### config.mk
export PLATFORM = sky130hd
export DESIGN_NAME = ind_ptr_unit
export DESIGN_NICKNAME = d
export VERILOG_FILES = /design/src/rtl/ind_ptr_pkg.sv /design/src/rtl/ind_ptr_decode.sv /design/src/rtl/ind_ptr_agen.sv /design/src/rtl/ind_ptr_slot.sv /design/src/rtl/ind_ptr_unit.sv
export SDC_FILE = /design/constraint.sdc
export NUM_CORES = 1
export LEC_CHECK = 0
export BUFFER_PORTS_ARGS = -buffer_cell sky130_fd_sc_hd__buf_2
export CAP_MARGIN = 40
export CELL_PAD_IN_SITES_DETAIL_PLACEMENT = 0
export CELL_PAD_IN_SITES_GLOBAL_PLACEMENT = 1
export CORE_ASPECT_RATIO = 0.7
export CORE_MARGIN = 2
export CORE_UTILIZATION = 42
export CTS_BUF_LIST = sky130_fd_sc_hd__clkbuf_4
export CTS_CLUSTER_DIAMETER = 120
export DETAILED_ROUTE_END_ITERATION = 10
export PLACE_DENSITY = 0.83
export SLEW_MARGIN = 20
export SYNTH_ARGS = -nofsm -noshare
export SYNTH_HDL_FRONTEND = slang
export SYNTH_SLANG_ARGS = --single-unit
### constraint.sdc
create_clock -name clk -period 3.8 [get_ports clk]
set_input_delay 0.19 -clock clk [delete_from_list [all_inputs] [get_ports clk]]
set_output_delay 0.19 -clock clk [all_outputs]
set_load 0.05 [all_outputs]
### src/rtl/ind_ptr_pkg.sv
`timescale 1ns/1ps
package ind_ptr_pkg;

   // Code values equal the offset inside a pointer's address group.
   typedef enum logic [2:0] {
      K_PLAIN   = 3'd0,
      K_POSTINC = 3'd1,
      K_POSTDEC = 3'd2,
      K_PREINC  = 3'd3,
      K_PLUSW   = 3'd4,
      K_DIRLO   = 3'd5,
      K_DIRHI   = 3'd6,
      K_NONE    = 3'd7
   } acc_kind_e;

   localparam int unsigned GROUP_SPAN = 8;
   localparam int unsigned GROUP_SH   = 3;

   function automatic logic is_alias(acc_kind_e k);
      return (k == K_PLAIN) || (k == K_POSTINC) || (k == K_POSTDEC) ||
             (k == K_PREINC) || (k == K_PLUSW);
   endfunction

   function automatic logic signed [2:0] step_of(acc_kind_e k);
      case (k)
         K_POSTINC, K_PREINC: return 3'sd1;
         K_POSTDEC:           return -3'sd1;
         default:             return 3'sd0;
      endcase
   endfunction

endpackage

### src/rtl/ind_ptr_decode.sv
`timescale 1ns/1ps
module ind_ptr_decode
   import ind_ptr_pkg::*;
#(
   parameter int unsigned     RA_W    = 8,
   parameter int unsigned     NUM_PTR = 3,
   parameter logic [RA_W-1:0] BASE    = 8'hC0,
   parameter int unsigned     IDX_W   = 2
) (
   input  logic             en,
   input  logic [RA_W-1:0]  addr,
   output acc_kind_e        kind,
   output logic [IDX_W-1:0] idx
);
   localparam int unsigned SPAN = NUM_PTR * GROUP_SPAN;

   logic [RA_W-1:0] rel;
   logic            in_win;

   assign rel    = addr - BASE;
   assign in_win = (addr >= BASE) && (32'(rel) < SPAN);

   always_comb begin
      kind = K_NONE;
      idx  = '0;
      if (en && in_win) begin
         idx  = IDX_W'(rel >> GROUP_SH);
         kind = acc_kind_e'(rel[GROUP_SH-1:0]);
      end
   end

endmodule

### src/rtl/ind_ptr_agen.sv
`timescale 1ns/1ps
module ind_ptr_agen
   import ind_ptr_pkg::*;
#(
   parameter int unsigned PTR_W      = 12,
   parameter int unsigned DATA_W     = 8,
   parameter bit          SIGNED_OFS = 1'b1
) (
   input  logic [PTR_W-1:0]  ptr,
   input  acc_kind_e         kind,
   input  logic [DATA_W-1:0] wreg,
   output logic [PTR_W-1:0]  ea
);
   localparam int unsigned EXT_W = PTR_W - DATA_W;

   logic [PTR_W-1:0] ofs;

   generate
      if (SIGNED_OFS) begin : g_sext
         assign ofs = {{EXT_W{wreg[DATA_W-1]}}, wreg};
      end else begin : g_zext
         assign ofs = {{EXT_W{1'b0}}, wreg};
      end
   endgenerate

   always_comb begin
      case (kind)
         K_PREINC: ea = ptr + PTR_W'(1);
         K_PLUSW:  ea = ptr + ofs;
         default:  ea = ptr;
      endcase
   end

endmodule

### src/rtl/ind_ptr_slot.sv
`timescale 1ns/1ps
module ind_ptr_slot #(
   parameter int unsigned PTR_W  = 12,
   parameter int unsigned DATA_W = 8
) (
   input  logic              clk,
   input  logic              rst_n,
   input  logic signed [2:0] step,
   input  logic              wr_lo,
   input  logic              wr_hi,
   input  logic [DATA_W-1:0] wdata,
   output logic [PTR_W-1:0]  ptr
);
   localparam int unsigned HI_W = PTR_W - DATA_W;

   logic [DATA_W-1:0] lo_q;
   logic [HI_W-1:0]   hi_q;
   logic [PTR_W-1:0]  stepped;

   assign ptr     = {hi_q, lo_q};
   assign stepped = ptr + {{(PTR_W-3){step[2]}}, step};

   // Low byte carries no reset: its value after reset is left open.
   always_ff @(posedge clk) begin
      if (wr_lo)       lo_q <= wdata;
      else if (!wr_hi) lo_q <= stepped[DATA_W-1:0];
   end

   always_ff @(posedge clk or negedge rst_n) begin
      if (!rst_n)      hi_q <= '0;
      else if (wr_hi)  hi_q <= wdata[HI_W-1:0];
      else if (!wr_lo) hi_q <= stepped[PTR_W-1:DATA_W];
   end

   AST_IDLE_HOLD: assert property (@(posedge clk) disable iff (!rst_n)
      (step == 3'sd0 && !wr_lo && !wr_hi) |=> $stable(ptr));
   AST_STEP_UP: assert property (@(posedge clk) disable iff (!rst_n)
      (step == 3'sd1 && !wr_lo && !wr_hi) |=> (ptr == $past(ptr) + PTR_W'(1)));
   AST_STEP_DOWN: assert property (@(posedge clk) disable iff (!rst_n)
      (step == -3'sd1 && !wr_lo && !wr_hi) |=> (ptr == $past(ptr) - PTR_W'(1)));
   AST_LO_WRITE_WINS: assert property (@(posedge clk) disable iff (!rst_n)
      wr_lo |=> (ptr[DATA_W-1:0] == $past(wdata)));
   AST_HI_WRITE_KEEPS_LO: assert property (@(posedge clk) disable iff (!rst_n)
      (wr_hi && !wr_lo) |=> (ptr[DATA_W-1:0] == $past(ptr[DATA_W-1:0])));

endmodule

### src/rtl/ind_ptr_unit.sv
`timescale 1ns/1ps
module ind_ptr_unit
   import ind_ptr_pkg::*;
#(
   parameter int unsigned     NUM_PTR    = 3,
   parameter int unsigned     PTR_W      = 12,
   parameter int unsigned     DATA_W     = 8,
   parameter int unsigned     RA_W       = 8,
   parameter logic [RA_W-1:0] BASE       = 8'hC0,
   parameter bit              SIGNED_OFS = 1'b1
) (
   input  logic                     clk,
   input  logic                     rst_n,
   input  logic                     rd_en,
   input  logic [RA_W-1:0]          rd_addr,
   output logic [DATA_W-1:0]        rd_data,
   input  logic                     wr_en,
   input  logic [RA_W-1:0]          wr_addr,
   input  logic [DATA_W-1:0]        wr_data,
   input  logic [DATA_W-1:0]        wreg,
   input  logic [DATA_W-1:0]        mem_rdata,
   output logic                     mem_re,
   output logic [PTR_W-1:0]         mem_raddr,
   output logic                     mem_we,
   output logic [PTR_W-1:0]         mem_waddr,
   output logic [DATA_W-1:0]        mem_wdata,
   output logic [NUM_PTR*PTR_W-1:0] ptr_all
);
   localparam int unsigned IDX_W = (NUM_PTR > 1) ? $clog2(NUM_PTR) : 1;
   localparam int unsigned HI_W  = PTR_W - DATA_W;

   generate
      if (PTR_W <= DATA_W) begin : g_chk_w_lo
         $error("PTR_W must exceed DATA_W");
      end
      if (HI_W >= DATA_W) begin : g_chk_w_hi
         $error("high half must be narrower than DATA_W");
      end
      if (NUM_PTR < 1) begin : g_chk_n
         $error("NUM_PTR must be at least 1");
      end
      if (int'(BASE) + NUM_PTR * GROUP_SPAN > (1 << RA_W)) begin : g_chk_map
         $error("pointer groups do not fit the register address space");
      end
   endgenerate

   acc_kind_e        rd_kind, wr_kind;
   logic [IDX_W-1:0] rd_idx, wr_idx;
   logic [PTR_W-1:0] ptr_q [NUM_PTR];
   logic [PTR_W-1:0] rd_sel, wr_sel;

   ind_ptr_decode #(.RA_W(RA_W), .NUM_PTR(NUM_PTR), .BASE(BASE), .IDX_W(IDX_W)) rd_dec_i (
      .en(rd_en), .addr(rd_addr), .kind(rd_kind), .idx(rd_idx));

   ind_ptr_decode #(.RA_W(RA_W), .NUM_PTR(NUM_PTR), .BASE(BASE), .IDX_W(IDX_W)) wr_dec_i (
      .en(wr_en), .addr(wr_addr), .kind(wr_kind), .idx(wr_idx));

   always_comb begin
      rd_sel = '0;
      wr_sel = '0;
      for (int p = 0; p < NUM_PTR; p++) begin
         if (rd_idx == IDX_W'(p)) rd_sel = ptr_q[p];
         if (wr_idx == IDX_W'(p)) wr_sel = ptr_q[p];
      end
   end

   ind_ptr_agen #(.PTR_W(PTR_W), .DATA_W(DATA_W), .SIGNED_OFS(SIGNED_OFS)) rd_agen_i (
      .ptr(rd_sel), .kind(rd_kind), .wreg(wreg), .ea(mem_raddr));

   ind_ptr_agen #(.PTR_W(PTR_W), .DATA_W(DATA_W), .SIGNED_OFS(SIGNED_OFS)) wr_agen_i (
      .ptr(wr_sel), .kind(wr_kind), .wreg(wreg), .ea(mem_waddr));

   generate
      for (genvar p = 0; p < NUM_PTR; p++) begin : g_slot
         logic signed [2:0] s_rd, s_wr, s_sum;
         logic              hit_lo, hit_hi;

         assign s_rd   = (rd_idx == IDX_W'(p)) ? step_of(rd_kind) : 3'sd0;
         assign s_wr   = (wr_idx == IDX_W'(p)) ? step_of(wr_kind) : 3'sd0;
         assign s_sum  = s_rd + s_wr;
         assign hit_lo = (wr_kind == K_DIRLO) && (wr_idx == IDX_W'(p));
         assign hit_hi = (wr_kind == K_DIRHI) && (wr_idx == IDX_W'(p));

         ind_ptr_slot #(.PTR_W(PTR_W), .DATA_W(DATA_W)) slot_i (
            .clk(clk), .rst_n(rst_n), .step(s_sum),
            .wr_lo(hit_lo), .wr_hi(hit_hi), .wdata(wr_data), .ptr(ptr_q[p]));

         assign ptr_all[p*PTR_W +: PTR_W] = ptr_q[p];
      end
   endgenerate

   assign mem_re    = is_alias(rd_kind);
   assign mem_we    = is_alias(wr_kind);
   assign mem_wdata = wr_data;

   always_comb begin
      case (rd_kind)
         K_PLAIN, K_POSTINC, K_POSTDEC, K_PREINC, K_PLUSW: rd_data = mem_rdata;
         K_DIRLO: rd_data = rd_sel[DATA_W-1:0];
         K_DIRHI: rd_data = {{(DATA_W-HI_W){1'b0}}, rd_sel[PTR_W-1:DATA_W]};
         default: rd_data = '0;
      endcase
   end

   AST_RE_NEEDS_EN: assert property (@(posedge clk) disable iff (!rst_n)
      mem_re |-> rd_en);
   AST_WE_NEEDS_EN: assert property (@(posedge clk) disable iff (!rst_n)
      mem_we |-> wr_en);
   AST_PLAIN_ADDR: assert property (@(posedge clk) disable iff (!rst_n)
      (rd_kind == K_PLAIN) |-> (mem_raddr == rd_sel));
   AST_ALIAS_READ_PASS: assert property (@(posedge clk) disable iff (!rst_n)
      mem_re |-> (rd_data == mem_rdata));
   AST_HI_READ_ZERO: assert property (@(posedge clk) disable iff (!rst_n)
      (rd_kind == K_DIRHI) |-> (rd_data[DATA_W-1:HI_W] == '0));
   AST_IDLE_PORTS: assert property (@(posedge clk) disable iff (!rst_n)
      (!rd_en && !wr_en) |=> $stable(ptr_all));

endmodule

==> flow_summary.html, run 1 <==
<table>
<tr><th>Metric</th><th>Value</th></tr>
<tr><th colspan="2">Status</th></tr>
<tr><td>Run status</td><td>completed</td></tr>
<tr><th colspan="2">Critical path</th></tr>
<tr><td>Type of destination of the critical path</td><td>output port</td></tr>
<tr><td>Category of the critical setup timing path</td><td>primary input to output port</td></tr>
<tr><td>Largest delay share family, worst path</td><td>compound AO/OA/AOI/OAI gates</td></tr>
<tr><td>Max FO, Critical Path</td><td>6</td></tr>
<tr><td>Most common cell type on the critical path</td><td>a21o_1</td></tr>
<tr><td>Worst Setup Start Kind</td><td>primary input</td></tr>
<tr><td>Data required time at the worst endpoint</td><td>roughly 3.6 ns</td></tr>
<tr><td>Worst EP arrival</td><td>3.43 ns</td></tr>
<tr><td>Critical path, cell by cell</td><td>buf_2 -&gt; nand4b_4 -&gt; or3b_4 -&gt; o22a_1 -&gt; o21ai_0 -&gt; inv_1 -&gt; ha_1 -&gt; a21o_1 -&gt; a21o_1 -&gt; a2111oi_4 -&gt; nor3_1 -&gt; o21ai_1 -&gt; mux2_2 -&gt; xnor2_4 -&gt; buf_4</td></tr>
<tr><td>Longest individual stage delay on the worst path</td><td>0.46 ns</td></tr>
<tr><td>Slowest library cell on the worst path</td><td>or3b_4</td></tr>
<tr><td>Number of buffers and inverters on the critical path</td><td>3</td></tr>
<tr><th colspan="2">Synth</th></tr>
<tr><td>Prevailing post-synth register cell</td><td>edfxtp_1</td></tr>
<tr><td>Post-synthesis cell type count</td><td>73</td></tr>
<tr><td>Largest cells by area after synthesis</td><td>ha_1 13%, edfxtp_1 13%, dfrtp_1 5.3%</td></tr>
<tr><td>Syn avg cell area</td><td>about 7.7 um^2</td></tr>
<tr><td>Post-synth top area share</td><td>0.1345</td></tr>
<tr><td>Share of synthesized flip-flops with an asynchronous set or reset</td><td>0.3333</td></tr>
<tr><td>Post-synthesis sequential element count</td><td>36</td></tr>
<tr><td>Number of warnings reported in the yosys synthesis log</td><td>0</td></tr>
<tr><td>Post-synth EDFFs</td><td>24</td></tr>
<tr><td>Cell count after synthesis</td><td>between 700 and 800</td></tr>
<tr><td>Net count after synthesis</td><td>between 800 and 900</td></tr>
<tr><td>Cell taking the most area after synthesis</td><td>ha_1</td></tr>
<tr><td>Fraction of the yosys area taken by sequential cells</td><td>0.1799</td></tr>
<tr><td>Area of the mapped netlist</td><td>5674 um^2</td></tr>
<tr><th colspan="2">Timing</th></tr>
<tr><td>Fin. max-slew vios</td><td>0</td></tr>
<tr><td>Highest achievable clock rate</td><td>276.5 MHz</td></tr>
<tr><td>Final Hold Fails</td><td>0</td></tr>
<tr><td>Total negative slack for setup checks</td><td>0 ns</td></tr>
<tr><td>Post-route setup slack</td><td>roughly 0.18 ns</td></tr>
<tr><td>Ratio of final minimum period to clock period</td><td>0.9517</td></tr>
<tr><td>Final min period</td><td>3.617 ns</td></tr>
<tr><td>Normalized max-slew margin</td><td>0.4641</td></tr>
<tr><td>Worst Skew</td><td>0.01884 ns</td></tr>
<tr><td># setup viols final</td><td>0</td></tr>
<tr><td>Transition time of the tightest slew-check pin</td><td>0.7971 ns</td></tr>
<tr><th colspan="2">CTS</th></tr>
<tr><td>CTS Buffer Depth</td><td>2</td></tr>
<tr><td>TritonCTS clock tree</td><td>built</td></tr>
<tr><td>Post-CTS clock slew at the launch and capture registers of the worst setup and hold paths</td><td>0.11 ns</td></tr>
<tr><td>Clock latency of the later-clocked register in the worst-skew pair</td><td>0.37 ns</td></tr>
<tr><td>Number of sinks on the clock net</td><td>36</td></tr>
<tr><td>TritonCTS buffer count</td><td>5</td></tr>
<tr><td>Clk Tree Root Cell</td><td>clkbuf_4</td></tr>
<tr><td>Maximum level of the CTS H-tree</td><td>2</td></tr>
<tr><th colspan="2">Placed design</th></tr>
<tr><td>DP Wirelength</td><td>16490 um</td></tr>
<tr><td>Count of input and output buffers</td><td>121</td></tr>
<tr><td>Pre-CTS setup slack</td><td>-0.1840 ns</td></tr>
<tr><td>Placed standard-cell area</td><td>roughly 7000 um^2</td></tr>
<tr><td>Placer's final routability congestion estimate</td><td>0.9600</td></tr>
<tr><th colspan="2">Final layout</th></tr>
<tr><td>Commonest non-fill, non-tap cell in the layout</td><td>buf_2</td></tr>
<tr><td>Number of antenna diodes</td><td>0</td></tr>
<tr><td>Final design area excluding fillers</td><td>approximately 7000 um^2</td></tr>
<tr><td>Net total in the final layout</td><td>1017</td></tr>
<tr><td>Commonest cells after routing, fill and taps aside</td><td>115 x buf_2, 80 x nand2_1, 79 x nor2_1</td></tr>
<tr><td>Proportion of layout cells with a drive suffix above 1</td><td>0.2672</td></tr>
<tr><td>Area grow syn2layout</td><td>23.81%</td></tr>
<tr><td>Filler cell count in the final layout</td><td>1305</td></tr>
<tr><td>Post-layout utilization of the core</td><td>0.5330</td></tr>
<tr><th colspan="2">Pwr</th></tr>
<tr><td>IR Drop Worst-Case VDD</td><td>0.0002813 V</td></tr>
<tr><td>Pwr dens</td><td>roughly 520 nW/um^2</td></tr>
<tr><td>Final Total Pwr</td><td>3.676 mW</td></tr>
<tr><td>LEAKAGE</td><td>~3.6 nW</td></tr>
<tr><th colspan="2">Die</th></tr>
<tr><td>IO Pins</td><td>122</td></tr>
<tr><td>DIE HEIGHT</td><td>101.2 um</td></tr>
<tr><td>Floorplan die area</td><td>14470 um^2</td></tr>
<tr><td>Initial Utilization</td><td>0.4305</td></tr>
<tr><td>DIE WIDTH</td><td>about 140 um</td></tr>
<tr><td>Core footprint</td><td>13180 um^2</td></tr>
<tr><td>Num rows</td><td>35</td></tr>
<tr><th colspan="2">Global route</th></tr>
<tr><td>Total global routing track utilization</td><td>0.2768</td></tr>
<tr><td>GRT Residual Overflow</td><td>0</td></tr>
<tr><td>Antenna violations before repair</td><td>0</td></tr>
<tr><td>First-pass GRT wire length</td><td>31190 um</td></tr>
<tr><td>Maximum number of pins on one net before global-route repair</td><td>23</td></tr>
<tr><td>Vias in the first global route</td><td>5824</td></tr>
<tr><th colspan="2">Route</th></tr>
<tr><td>Detail Route Antenna Nets</td><td>0</td></tr>
<tr><td>Initial DRT Pass Iterations</td><td>4</td></tr>
<tr><td>Detailed-route DRC error count</td><td>0</td></tr>
<tr><td>Vias</td><td>approximately 6300</td></tr>
<tr><td>Detail-routed via count per cell</td><td>5.767</td></tr>
<tr><td>Total wire length after detailed routing</td><td>20060 um</td></tr>
<tr><td>Initial detailed-routing violation count</td><td>437</td></tr>
<tr><td>Per-cell routed wire length</td><td>~18 um</td></tr>
<tr><th colspan="2">Run</th></tr>
<tr><td>Max-capacitance violation count</td><td>0</td></tr>
<tr><th colspan="2">Min path</th></tr>
<tr><td>Tightest Hold Check Type</td><td>primary input to register</td></tr>
</table>
==> Yosys cell counts, types with 8 or more instances <==
master,count
nand2_1,80
nor2_1,79
ha_1,61
a21oi_1,51
inv_1,47
o21ai_0,40
edfxtp_1,24
a21o_1,21
nor3_1,21
xnor2_1,20
clkbuf_1,19
a31oi_1,18
and2_1,17
o22ai_1,17
xor2_1,16
nand3_1,15
dfrtp_1,12
mux2i_1,12
fa_1,11
a211oi_1,8
buf_4,8
o21a_1,8
==> where the power goes <==
part	switching, mW	internal [mW]
registers	0.326	0.621
clock network	0.147	0.0680
logic	1.75	0.768
==> logic make-up after synthesis <==
| kind of cell | count (synthesis) | synth area share |
|---|---|---|
| and+or+nand+nor | 281 | 0.2454 |
| AOI/OAI and AO/OA | 215 | 0.2476 |
| buffers and inverters | 82 | 0.06307 |
| adders and majority gates | 72 | 0.1733 |
| xor gates and xnor gates | 36 | 0.05557 |
| DFF | 36 | 0.1799 |
| muxes | 19 | 0.03506 |
==> metal layers <==
layer	part of all wire	track usage	routed length, um	vias to the layer above
met5	0	0	0	-
met4	0.0098	0.04798	197	0
met3	0.082	0.04539	1642	17
met2	0.44	0.4391	8788	292
met1	0.47	0.4029	9429	2941
li1	-	-	-	3019
==> stage by stage <==
stage	hold slack, ns	instances
after CTS	0.1808	1086
after floorplan	-0.1056	741
final	0.2032	1087
after global placement	0.1036	1076
after detailed placement	0.1052	1077
after global routing	0.1933	1087
==> sequential cells by signal, summed over array words and instances, names as in the netlist <==
signal              flops
g_slot.slot_i.hi_q     12
g_slot.slot_i.lo_q     24
==> path summary, 6_finish.rpt <==
kind                       cells after the start  slack, ns                                   end                                 start
max                                           15       0.18                         mem_waddr[11]                            wr_addr[5]
min                                            3       0.20  g_slot[1].slot_i.hi_q[0]$_DFFE_PN0P_                            wr_data[0]
max reg2reg                                    9       1.22  g_slot[0].slot_i.hi_q[0]$_DFFE_PN0P_    g_slot[0].slot_i.lo_q[0]$_DFFE_PP_
min reg2reg                                    2       0.68  g_slot[2].slot_i.hi_q[1]$_DFFE_PN0P_  g_slot[2].slot_i.hi_q[1]$_DFFE_PN0P_
max in group asynchronous                      2       3.30  g_slot[2].slot_i.hi_q[0]$_DFFE_PN0P_                                 rst_n
min in group asynchronous                      2       0.23  g_slot[2].slot_i.hi_q[3]$_DFFE_PN0P_                                 rst_n
==> timing repair <==
| item | in CTS | in global routing |
|---|---|---|
| hold buffers | 1 | 0 |
| pin swaps | 0 | 2 |
| resized for setup | 3 | 26 |
| endpoints found under the hold margin | 12 | 0 |
| setup endpoints to repair | 2 | 14 |
| buffers inserted | 0 | 1 |
==> worst reg2reg max path: cells and delay by family, from the launching register on <==
| kind | cells | cell delay (ns) |
|---|---|---|
| DFF | 1 | 0.48 |
| xor gates and xnor gates | 1 | 0.17 |
| adders and majority gates | 2 | 0.71 |
| muxes | 1 | 0.11 |
| AOI/OAI and AO/OA | 5 | 1.05 |
==> cell type report <==
type	count	area, um^2	share of cell area
repair buffers	188	1130	0.1608
inverters	47	176.4	0.02511
multi-input cells	623	4415	0.6285
flip-flops and latches	36	1021	0.1453
well taps	185	231.5	0.03295
clock inverters	3	13.76	0.001959
clock buffers	5	37.54	0.005343
No activity file was read; power rests on OpenSTA's default activity.
==> run 2: changes to the inputs <==
--- a/config.mk
+++ b/config.mk
@@ -11,11 +11,11 @@
 export CELL_PAD_IN_SITES_GLOBAL_PLACEMENT = 1
 export CORE_ASPECT_RATIO = 0.7
 export CORE_MARGIN = 2
-export CORE_UTILIZATION = 42
+export CORE_UTILIZATION = 45
 export CTS_BUF_LIST = sky130_fd_sc_hd__clkbuf_4
 export CTS_CLUSTER_DIAMETER = 120
 export DETAILED_ROUTE_END_ITERATION = 10
-export PLACE_DENSITY = 0.83
+export PLACE_DENSITY = 0.88
 export SLEW_MARGIN = 20
 export SYNTH_ARGS = -nofsm -noshare
 export SYNTH_HDL_FRONTEND = slang
==> constraint.sdc (replaced) <==
create_clock -name clk -period 4.6 [get_ports clk]
set_input_delay 0.23 -clock clk [delete_from_list [all_inputs] [get_ports clk]]
set_output_delay 0.23 -clock clk [all_outputs]
set_load 0.05 [all_outputs]
==> flow_summary.html, run 2 (synthesis results as in run 1) <==
<table>
<tr><th>Metric</th><th>Value</th></tr>
<tr><th colspan="2">Status</th></tr>
<tr><td>Run status</td><td>completed</td></tr>
<tr><th colspan="2">Route</th></tr>
<tr><td>Initial detailed-routing violation count</td><td>roughly 520</td></tr>
<tr><td>Met1 wire length</td><td>8768 um</td></tr>
<tr><td>Met2 WL</td><td>between 8000 and 9000 um</td></tr>
<tr><td>Detail Route Antenna Nets</td><td>0</td></tr>
<tr><td>Detail-routed via count per cell</td><td>roughly 6</td></tr>
<tr><td>Top layer in use</td><td>met4</td></tr>
<tr><td>Vias</td><td>6084</td></tr>
<tr><td>Detailed-route DRC error count</td><td>0</td></tr>
<tr><td>Per-cell routed wire length</td><td>18.55 um</td></tr>
<tr><td>Total length of routed met3 wires</td><td>1559 um</td></tr>
<tr><td>Initial DRT Pass Iterations</td><td>7</td></tr>
<tr><td>Total wire length after detailed routing</td><td>18790 um</td></tr>
<tr><th colspan="2">Critical path</th></tr>
<tr><td>Category of the critical setup timing path</td><td>primary input to output port</td></tr>
<tr><td>Data required time at the worst endpoint</td><td>4.37 ns</td></tr>
<tr><td>Max FO, Critical Path</td><td>13</td></tr>
<tr><td>Worst EP arrival</td><td>4.11 ns</td></tr>
<tr><td>Worst Setup Start Kind</td><td>primary input</td></tr>
<tr><td>Type of destination of the critical path</td><td>output port</td></tr>
<tr><th colspan="2">Global route</th></tr>
<tr><td>GRT Residual Overflow</td><td>0</td></tr>
<tr><td>Vias in the first global route</td><td>around 5600</td></tr>
<tr><td>First-pass GRT wire length</td><td>29460 um</td></tr>
<tr><td>Maximum number of pins on one net before global-route repair</td><td>23</td></tr>
<tr><td>Total global routing track utilization</td><td>0.2699</td></tr>
<tr><td>Antenna violations before repair</td><td>0</td></tr>
<tr><th colspan="2">Final layout</th></tr>
<tr><td>Area grow syn2layout</td><td>14.69%</td></tr>
<tr><td>Commonest non-fill, non-tap cell in the layout</td><td>buf_2</td></tr>
<tr><td>Number of antenna diodes</td><td>0</td></tr>
<tr><td>Net total in the final layout</td><td>966</td></tr>
<tr><td>Post-layout utilization of the core</td><td>0.5257</td></tr>
<tr><td>Commonest cells after routing, fill and taps aside</td><td>121 x buf_2, 80 x nand2_1, 79 x nor2_1</td></tr>
<tr><td>Largest register by flop count</td><td>g_slot.slot_i.lo_q</td></tr>
<tr><td>Cell Count, Final, Fillers Out</td><td>1013</td></tr>
<tr><td>Registers with the highest flip-flop counts</td><td>g_slot.slot_i.lo_q (24), g_slot.slot_i.hi_q (12)</td></tr>
<tr><td>Max reg flops</td><td>24</td></tr>
<tr><td>Proportion of layout cells with a drive suffix above 1</td><td>0.1998</td></tr>
<tr><th colspan="2">Pwr</th></tr>
<tr><td>Part of the total power dissipated in sequential elements</td><td>0.260</td></tr>
<tr><td>Share of total power consumed by net switching</td><td>0.6015</td></tr>
<tr><td>Relative contribution of the clock network to total power</td><td>0.079</td></tr>
<tr><td>Reported net switching power</td><td>1.806 mW</td></tr>
<tr><td>LEAKAGE</td><td>~3.3 nW</td></tr>
<tr><td>Internal cell power</td><td>between 1 and 1.5 mW</td></tr>
<tr><td>IR Drop Worst-Case VDD</td><td>between 0.0003 and 0.0004 V</td></tr>
<tr><td>Comb pwr share</td><td>0.661</td></tr>
<tr><td>Pwr dens</td><td>461.5 nW/um^2</td></tr>
<tr><td>Final Total Pwr</td><td>3.003 mW</td></tr>
<tr><th colspan="2">Die</th></tr>
<tr><td>Core footprint</td><td>12380 um^2</td></tr>
<tr><td>DIE WIDTH</td><td>138.2 um</td></tr>
<tr><td>Floorplan die area</td><td>13540 um^2</td></tr>
<tr><td>Initial Utilization</td><td>0.4584</td></tr>
<tr><td>Num rows</td><td>34</td></tr>
<tr><td>DIE HEIGHT</td><td>97.95 um</td></tr>
<tr><td>IO Pins</td><td>~120</td></tr>
<tr><th colspan="2">CTS</th></tr>
<tr><td>Post-CTS clock slew at the launch and capture registers of the worst setup and hold paths</td><td>0.14 ns</td></tr>
<tr><td>TritonCTS buffer count</td><td>5</td></tr>
<tr><td>Post-cts repair resize count</td><td>0</td></tr>
<tr><td>Postcts setup bufs</td><td>0</td></tr>
<tr><td>TritonCTS clock tree</td><td>built</td></tr>
<tr><td>Maximum level of the CTS H-tree</td><td>2</td></tr>
<tr><td>Clk Tree Root Cell</td><td>clkbuf_4</td></tr>
<tr><td>Number of sinks on the clock net</td><td>36</td></tr>
<tr><td>CTS Buffer Depth</td><td>2</td></tr>
<tr><td>Clock latency of the later-clocked register in the worst-skew pair</td><td>~0.35 ns</td></tr>
<tr><th colspan="2">Timing</th></tr>
<tr><td>Ratio of final minimum period to clock period</td><td>0.9428</td></tr>
<tr><td>Normalized max-slew margin</td><td>0.5103</td></tr>
<tr><td>RSZ-0062 raised after global routing</td><td>no</td></tr>
<tr><td># setup viols final</td><td>0</td></tr>
<tr><td>Final Hold Fails</td><td>0</td></tr>
<tr><td>Worst Skew</td><td>approximately 0.020 ns</td></tr>
<tr><td>Final min period</td><td>approximately 4.3 ns</td></tr>
<tr><td>Fin. max-slew vios</td><td>0</td></tr>
<tr><td>Highest achievable clock rate</td><td>between 200 and 250 MHz</td></tr>
<tr><td>Transition time of the tightest slew-check pin</td><td>approximately 0.73 ns</td></tr>
<tr><td>Total negative slack for setup checks</td><td>0 ns</td></tr>
<tr><th colspan="2">Min path</th></tr>
<tr><td>Tightest Hold Check Type</td><td>primary input to register</td></tr>
<tr><th colspan="2">Placed design</th></tr>
<tr><td>Placer's final routability congestion estimate</td><td>1.005</td></tr>
<tr><td>Count of input and output buffers</td><td>121</td></tr>
<tr><td>Instance count after placement with tap cells included</td><td>1004</td></tr>
<tr><td>DP Wirelength</td><td>approximately 15000 um</td></tr>
<tr><th colspan="2">Run</th></tr>
<tr><td>Max-capacitance violation count</td><td>0</td></tr>
</table>
[run 2: cell types whose count changed in the layout (fill, tap and decap cells not counted), sizes merged]
cell / change
bufinv: +1
buf: -48
clkbuf: -3
clkinv: -2
clkinvlp: +1
[run 2: cell type report]
class,count,area (um^2)
Multi-Input combinational cell,623,4295
Sequential cell,36,1021
Inverter,47,176.4
Fill cell,1203,5872
Timing Repair Buffer,137,732.0
Clock buffer,5,37.54
Tap cell,162,202.7
Clock inverter,3,42.54
[run 2: per-layer routing]
metal  up-vias  global-route usage
met5         -                   0
met4         0             0.05965
met3        27             0.05051
met2       266              0.4181
met1      2882              0.3925
li1       2909                   -
[run 2: critical path: stages]
cell and delay (ns):
buf_2 0.10, nand4b_4 0.26, or3b_2 0.66, o22a_1 0.24
o21ai_0 0.18, inv_1 0.09, ha_1 0.29, a21o_1 0.18
a21o_1 0.23, a2111oi_2 0.55, nor3_1 0.11, o21ai_0 0.21
mux2_2 0.36, xnor2_1 0.13, buf_2 0.28
[run 2: repair_timing]
action	CTS	global route
endpoints found under the hold margin	12	0
endpoints found under the setup margin	0	0
hold buffers	1	0
[run 2: final timing paths]
path                                                      startpoint                                    to  slack [ns]  cells past startpoint
worst max register to register    g_slot[2].slot_i.lo_q[0]$_DFFE_PP_  g_slot[2].slot_i.hi_q[2]$_DFFE_PN0P_        1.89                      9
max in group asynchronous                                      rst_n  g_slot[1].slot_i.hi_q[1]$_DFFE_PN0P_        4.04                      2
worst max-delay path                                      wr_addr[5]                         mem_waddr[11]        0.26                     15
worst min-delay path                                      wr_data[1]  g_slot[2].slot_i.hi_q[1]$_DFFE_PN0P_        0.24                      3
min in group asynchronous                                      rst_n  g_slot[2].slot_i.hi_q[2]$_DFFE_PN0P_        0.29                      2
worst min register to register  g_slot[0].slot_i.hi_q[0]$_DFFE_PN0P_  g_slot[0].slot_i.hi_q[0]$_DFFE_PN0P_        0.64                      2
[run 2: per-stage QoR]
step | cell area [um^2] | hold WS, ns | setup WS (ns)
2_1_floorplan | 5674 | -0.06559 | 0.2512
3_3_place_gp | 6399 | 0.1428 | 0.4555
3_5_place_dp | 6417 | 0.1466 | 0.3545
4_1_cts | 6507 | 0.2366 | 0.3295
5_1_grt | 6507 | 0.2264 | 0.001213
6_report | 6507 | 0.2403 | 0.2631
[run 2: power groups by stage]
stage	registers [mW]	logic (mW)	clock network [mW]
finish	0.779	1.99	0.238
detailed placement	0.772	1.97	0
global placement	0.772	1.93	0
floorplan	1.12	1.03	0
global route	0.787	2.12	0.256
CTS	0.765	1.98	0.240
==> run 3: changes to the inputs <==
--- a/config.mk
+++ b/config.mk
@@ -5,18 +5,20 @@
 export SDC_FILE = /design/constraint.sdc
 export NUM_CORES = 1
 export LEC_CHECK = 0
+export ABC_CLOCK_PERIOD_IN_PS = 4600
 export BUFFER_PORTS_ARGS = -buffer_cell sky130_fd_sc_hd__buf_2
 export CAP_MARGIN = 40
 export CELL_PAD_IN_SITES_DETAIL_PLACEMENT = 0
 export CELL_PAD_IN_SITES_GLOBAL_PLACEMENT = 1
 export CORE_ASPECT_RATIO = 0.7
 export CORE_MARGIN = 2
-export CORE_UTILIZATION = 45
+export CORE_UTILIZATION = 46
 export CTS_BUF_LIST = sky130_fd_sc_hd__clkbuf_4
 export CTS_CLUSTER_DIAMETER = 120
 export DETAILED_ROUTE_END_ITERATION = 10
-export PLACE_DENSITY = 0.88
+export PLACE_DENSITY = 0.89
 export SLEW_MARGIN = 20
 export SYNTH_ARGS = -nofsm -noshare
 export SYNTH_HDL_FRONTEND = slang
+export SYNTH_HIERARCHICAL = 1
 export SYNTH_SLANG_ARGS = --single-unit
==> flow_summary.html, run 3 <==
<table>
<tr><th>Metric</th><th>Value</th></tr>
<tr><th colspan="2">Global route</th></tr>
<tr><td>Total global routing track utilization</td><td>0.2679</td></tr>
<tr><td>Vias in the first global route</td><td>5163</td></tr>
<tr><td>Maximum number of pins on one net before global-route repair</td><td>24</td></tr>
<tr><td>First-pass GRT wire length</td><td>around 27000 um</td></tr>
<tr><td>GRT Residual Overflow</td><td>0</td></tr>
<tr><td>Antenna violations before repair</td><td>0</td></tr>
<tr><th colspan="2">Final layout</th></tr>
<tr><td>Post-layout utilization of the core</td><td>0.5378</td></tr>
<tr><td>Number of antenna diodes</td><td>0</td></tr>
<tr><td>Registers with the highest flip-flop counts</td><td>g_slot.slot_i/lo_q (24), g_slot.slot_i/hi_q (12)</td></tr>
<tr><td>Area grow syn2layout</td><td>13.44%</td></tr>
<tr><td>Commonest non-fill, non-tap cell in the layout</td><td>buf_2</td></tr>
<tr><td>Commonest cells after routing, fill and taps aside</td><td>121 x buf_2, 66 x nand2_1, 51 x inv_1</td></tr>
<tr><td>Final design area excluding fillers</td><td>6306 um^2</td></tr>
<tr><td>Net total in the final layout</td><td>875</td></tr>
<tr><td>Largest register by flop count</td><td>g_slot.slot_i/lo_q</td></tr>
<tr><td>Max reg flops</td><td>24</td></tr>
<tr><td>Proportion of layout cells with a drive suffix above 1</td><td>0.2510</td></tr>
<tr><th colspan="2">CTS</th></tr>
<tr><td>Clk Tree Root Cell</td><td>clkbuf_4</td></tr>
<tr><td>TritonCTS clock tree</td><td>built</td></tr>
<tr><td>CTS Buffer Depth</td><td>2</td></tr>
<tr><td>Hold-fix buffer count after cts</td><td>1</td></tr>
<tr><td>Number of sinks on the clock net</td><td>36</td></tr>
<tr><td>TritonCTS buffer count</td><td>5</td></tr>
<tr><td>Clock latency of the later-clocked register in the worst-skew pair</td><td>0.35 ns</td></tr>
<tr><td>Post-CTS clock slew at the launch and capture registers of the worst setup and hold paths</td><td>0.13 ns</td></tr>
<tr><td>Postcts setup bufs</td><td>0</td></tr>
<tr><td>Post-cts repair resize count</td><td>0</td></tr>
<tr><td>Maximum level of the CTS H-tree</td><td>2</td></tr>
<tr><th colspan="2">Die</th></tr>
<tr><td>Floorplan die area</td><td>roughly 13000 um^2</td></tr>
<tr><td>Num rows</td><td>33</td></tr>
<tr><td>IO Pins</td><td>122</td></tr>
<tr><td>Core footprint</td><td>11730 um^2</td></tr>
<tr><td>DIE HEIGHT</td><td>95.98 um</td></tr>
<tr><td>DIE WIDTH</td><td>135.4 um</td></tr>
<tr><td>Initial Utilization</td><td>0.4741</td></tr>
<tr><th colspan="2">Min path</th></tr>
<tr><td>Hold endpoint</td><td>g_slot[1].slot_i/lo_q[6]$_DFFE_PP_</td></tr>
<tr><td>Hold-critical path depth</td><td>3</td></tr>
<tr><td>Tightest Hold Check Type</td><td>primary input to register</td></tr>
<tr><td>Startpoint of the most critical hold path</td><td>wr_data[6]</td></tr>
<tr><th colspan="2">Timing</th></tr>
<tr><td>Highest achievable clock rate</td><td>between 200 and 300 MHz</td></tr>
<tr><td>RSZ-0062 raised after global routing</td><td>no</td></tr>
<tr><td>Final min period</td><td>3.891 ns</td></tr>
<tr><td># setup viols final</td><td>0</td></tr>
<tr><td>Normalized max-slew margin</td><td>0.4489</td></tr>
<tr><td>Fin. max-slew vios</td><td>0</td></tr>
<tr><td>Worst Skew</td><td>0.01188 ns</td></tr>
<tr><td>Total negative slack for setup checks</td><td>0 ns</td></tr>
<tr><td>Final Hold Fails</td><td>0</td></tr>
<tr><td>Transition time of the tightest slew-check pin</td><td>roughly 0.8 ns</td></tr>
<tr><td>Worst hold slack after final layout</td><td>roughly 0.24 ns</td></tr>
<tr><td>Ratio of final minimum period to clock period</td><td>0.8458</td></tr>
<tr><th colspan="2">Critical path</th></tr>
<tr><td>Setup slack of the worst register-to-register path</td><td>2.32 ns</td></tr>
<tr><td>Category of the critical setup timing path</td><td>primary input to output port</td></tr>
<tr><td>Longest individual stage delay on the worst path</td><td>0.42 ns</td></tr>
<tr><td>Slowest library cell on the worst path</td><td>o41ai_2</td></tr>
<tr><td>Type of destination of the critical path</td><td>output port</td></tr>
<tr><td>Data required time at the worst endpoint</td><td>approximately 4.4 ns</td></tr>
<tr><td>Worst Setup Start Kind</td><td>primary input</td></tr>
<tr><td>Worst EP arrival</td><td>3.66 ns</td></tr>
<tr><td>Reg-to-reg critical path startpoint</td><td>g_slot[2].slot_i/lo_q[6]$_DFFE_PP_</td></tr>
<tr><td>Max FO, Critical Path</td><td>17</td></tr>
<tr><td>Crit Reg-Reg Endpoint</td><td>g_slot[2].slot_i/hi_q[3]$_DFFE_PN0P_</td></tr>
<tr><td>Number of buffers and inverters on the critical path</td><td>6</td></tr>
<tr><td>Critical path, cell by cell</td><td>buf_2 -&gt; nand4b_4 -&gt; nor3b_2 -&gt; buf_4 -&gt; nor2b_4 -&gt; buf_4 -&gt; a2bb2oi_2 -&gt; inv_1 -&gt; ha_1 -&gt; inv_1 -&gt; fa_1 -&gt; nor2b_1 -&gt; o31a_1 -&gt; o41ai_2 -&gt; mux2i_1 -&gt; xnor2_1 -&gt; buf_2</td></tr>
<tr><td>Worst reg2reg path depth</td><td>7</td></tr>
<tr><td>Largest delay share family, worst path</td><td>buffers and inverters</td></tr>
<tr><th colspan="2">Route</th></tr>
<tr><td>Initial detailed-routing violation count</td><td>278</td></tr>
<tr><td>Detail Route Antenna Nets</td><td>0</td></tr>
<tr><td>Vias</td><td>approximately 5500</td></tr>
<tr><td>Detail-routed via count per cell</td><td>5.871</td></tr>
<tr><td>Detailed-route DRC error count</td><td>0</td></tr>
<tr><td>Total wire length after detailed routing</td><td>17600 um</td></tr>
<tr><td>Initial DRT Pass Iterations</td><td>5</td></tr>
<tr><td>Per-cell routed wire length</td><td>~19 um</td></tr>
<tr><th colspan="2">Placed design</th></tr>
<tr><td>Placer's final routability congestion estimate</td><td>0.9056</td></tr>
<tr><td>DP Wirelength</td><td>around 14000 um</td></tr>
<tr><td>Placed standard-cell area</td><td>6240 um^2</td></tr>
<tr><td>Count of input and output buffers</td><td>roughly 120</td></tr>
<tr><th colspan="2">Synth</th></tr>
<tr><td>Synth top cells by count</td><td>66 x nand2_1, 51 x inv_1, 50 x ha_1, 50 x o21ai_0, 37 x mux2i_1</td></tr>
<tr><td>Cell taking the most area after synthesis</td><td>edfxtp_1</td></tr>
<tr><td>Area of the mapped netlist</td><td>5559 um^2</td></tr>
<tr><td>Syn avg cell area</td><td>approximately 8.4 um^2</td></tr>
<tr><td>Largest cells by area after synthesis</td><td>edfxtp_1 13%, ha_1 11%, mux2i_1 6.7%</td></tr>
<tr><td>Fraction of the yosys area taken by sequential cells</td><td>0.1837</td></tr>
<tr><td>Number of warnings reported in the yosys synthesis log</td><td>6</td></tr>
<tr><td>Post-synth top area share</td><td>0.1296</td></tr>
<tr><td>Net count after synthesis</td><td>roughly 770</td></tr>
<tr><td>Cell count after synthesis</td><td>664</td></tr>
<tr><td>Most numerous cell in the Yosys netlist</td><td>nand2_1</td></tr>
<tr><td>Post-synthesis sequential element count</td><td>36</td></tr>
<tr><td>Prevailing post-synth register cell</td><td>edfxtp_1</td></tr>
<tr><td>Post-synthesis cell type count</td><td>64</td></tr>
<tr><td>Share of synthesized flip-flops with an asynchronous set or reset</td><td>0.3333</td></tr>
<tr><td>Post-synth EDFFs</td><td>24</td></tr>
<tr><th colspan="2">Status</th></tr>
<tr><td>Run status</td><td>completed</td></tr>
<tr><th colspan="2">Run</th></tr>
<tr><td>Max-capacitance violation count</td><td>0</td></tr>
<tr><th colspan="2">Pwr</th></tr>
<tr><td>IR Drop Worst-Case VDD</td><td>0.0002826 V</td></tr>
<tr><td>LEAKAGE</td><td>3.008 nW</td></tr>
<tr><td>Pwr dens</td><td>about 330 nW/um^2</td></tr>
<tr><td>Final Total Pwr</td><td>2.083 mW</td></tr>
</table>
## run 3: changes by cell type after synthesis, sizes merged, moves of 8 or more
cell / change
and3: +11
mux2i: +25
a2bb2oi: +12
clkbuf: -9
nor3b: +13
o211ai: -8
a21oi: -12
nor2: -47
ha: -11
o22ai: -11
a31oi: -15
nand2: -14
o21ai: +15
## run 3: cells by family after synthesis
group,after synthesis,share of synthesized area
AND/OR/NAND/NOR,217,0.2188
AO/OA/AOI/OAI,193,0.2480
buffers and inverters,82,0.07360
adder cells (fa/ha/maj),59,0.1449
multiplexers,40,0.07270
XOR/XNOR,37,0.05829
flip-flops,36,0.1837
## run 3: cell type report
cell class	count	area [um^2]
well taps	157	196.4
flip-flops and latches	36	1021
clock inverters	3	18.77
clock buffers	5	37.54
multi-input cells	546	4154
inverters	52	195.2
repair buffers	131	683.2
fillers	1136	5420
## run 3: stage by stage
| stage | cells | setup WS, ns |
|---|---|---|
| 5_1_grt | 930 | 0.4827 |
| 2_1_floorplan | 664 | 0.6464 |
| 4_1_cts | 930 | 0.7329 |
| 6_report | 930 | 0.7093 |
| 3_3_place_gp | 921 | 0.6752 |
| 3_5_place_dp | 921 | 0.5223 |
## run 3: worst reg2reg max path, stage by stage, from the launching register on
cell and delay [ns]:
edfxtp_1 0.56, ha_1 0.45, a21oi_2 0.09, o31ai_1 0.33, and3_1 0.23, a211oi_2 0.05
xnor2_1 0.14, a221o_1 0.32
## run 3: worst max-delay path by stage
stage | from | to | slack, ns | depth (start not counted)
detailed placement | rd_addr[5] | g_slot[2].slot_i/hi_q[3]$_DFFE_PN0P_ | 0.52 | 15
floorplan | rd_addr[5] | mem_raddr[6] | 0.65 | 15
finish | rd_addr[5] | mem_raddr[8] | 0.71 | 17
global route | rd_addr[5] | mem_raddr[10] | 0.48 | 16
CTS | rd_addr[5] | mem_raddr[8] | 0.73 | 16
global placement | rd_addr[5] | g_slot[1].slot_i/hi_q[3]$_DFFE_PN0P_ | 0.68 | 14
## run 3: report_power, final
group,leakage [nW],switching (mW),internal [mW]
clock network,0.0349,0.121,0.0588
logic,2.55,0.997,0.417
registers,0.422,0.0833,0.406
total,3.01,1.20,0.882
## run 3: routing by layer
layer | global-route usage | part of all wire | wire length (um)
met5 | 0 | 0 | 0
met4 | 0.05990 | 0.015 | 261
met3 | 0.03949 | 0.076 | 1329
met2 | 0.4408 | 0.45 | 7901
met1 | 0.3751 | 0.46 | 8106
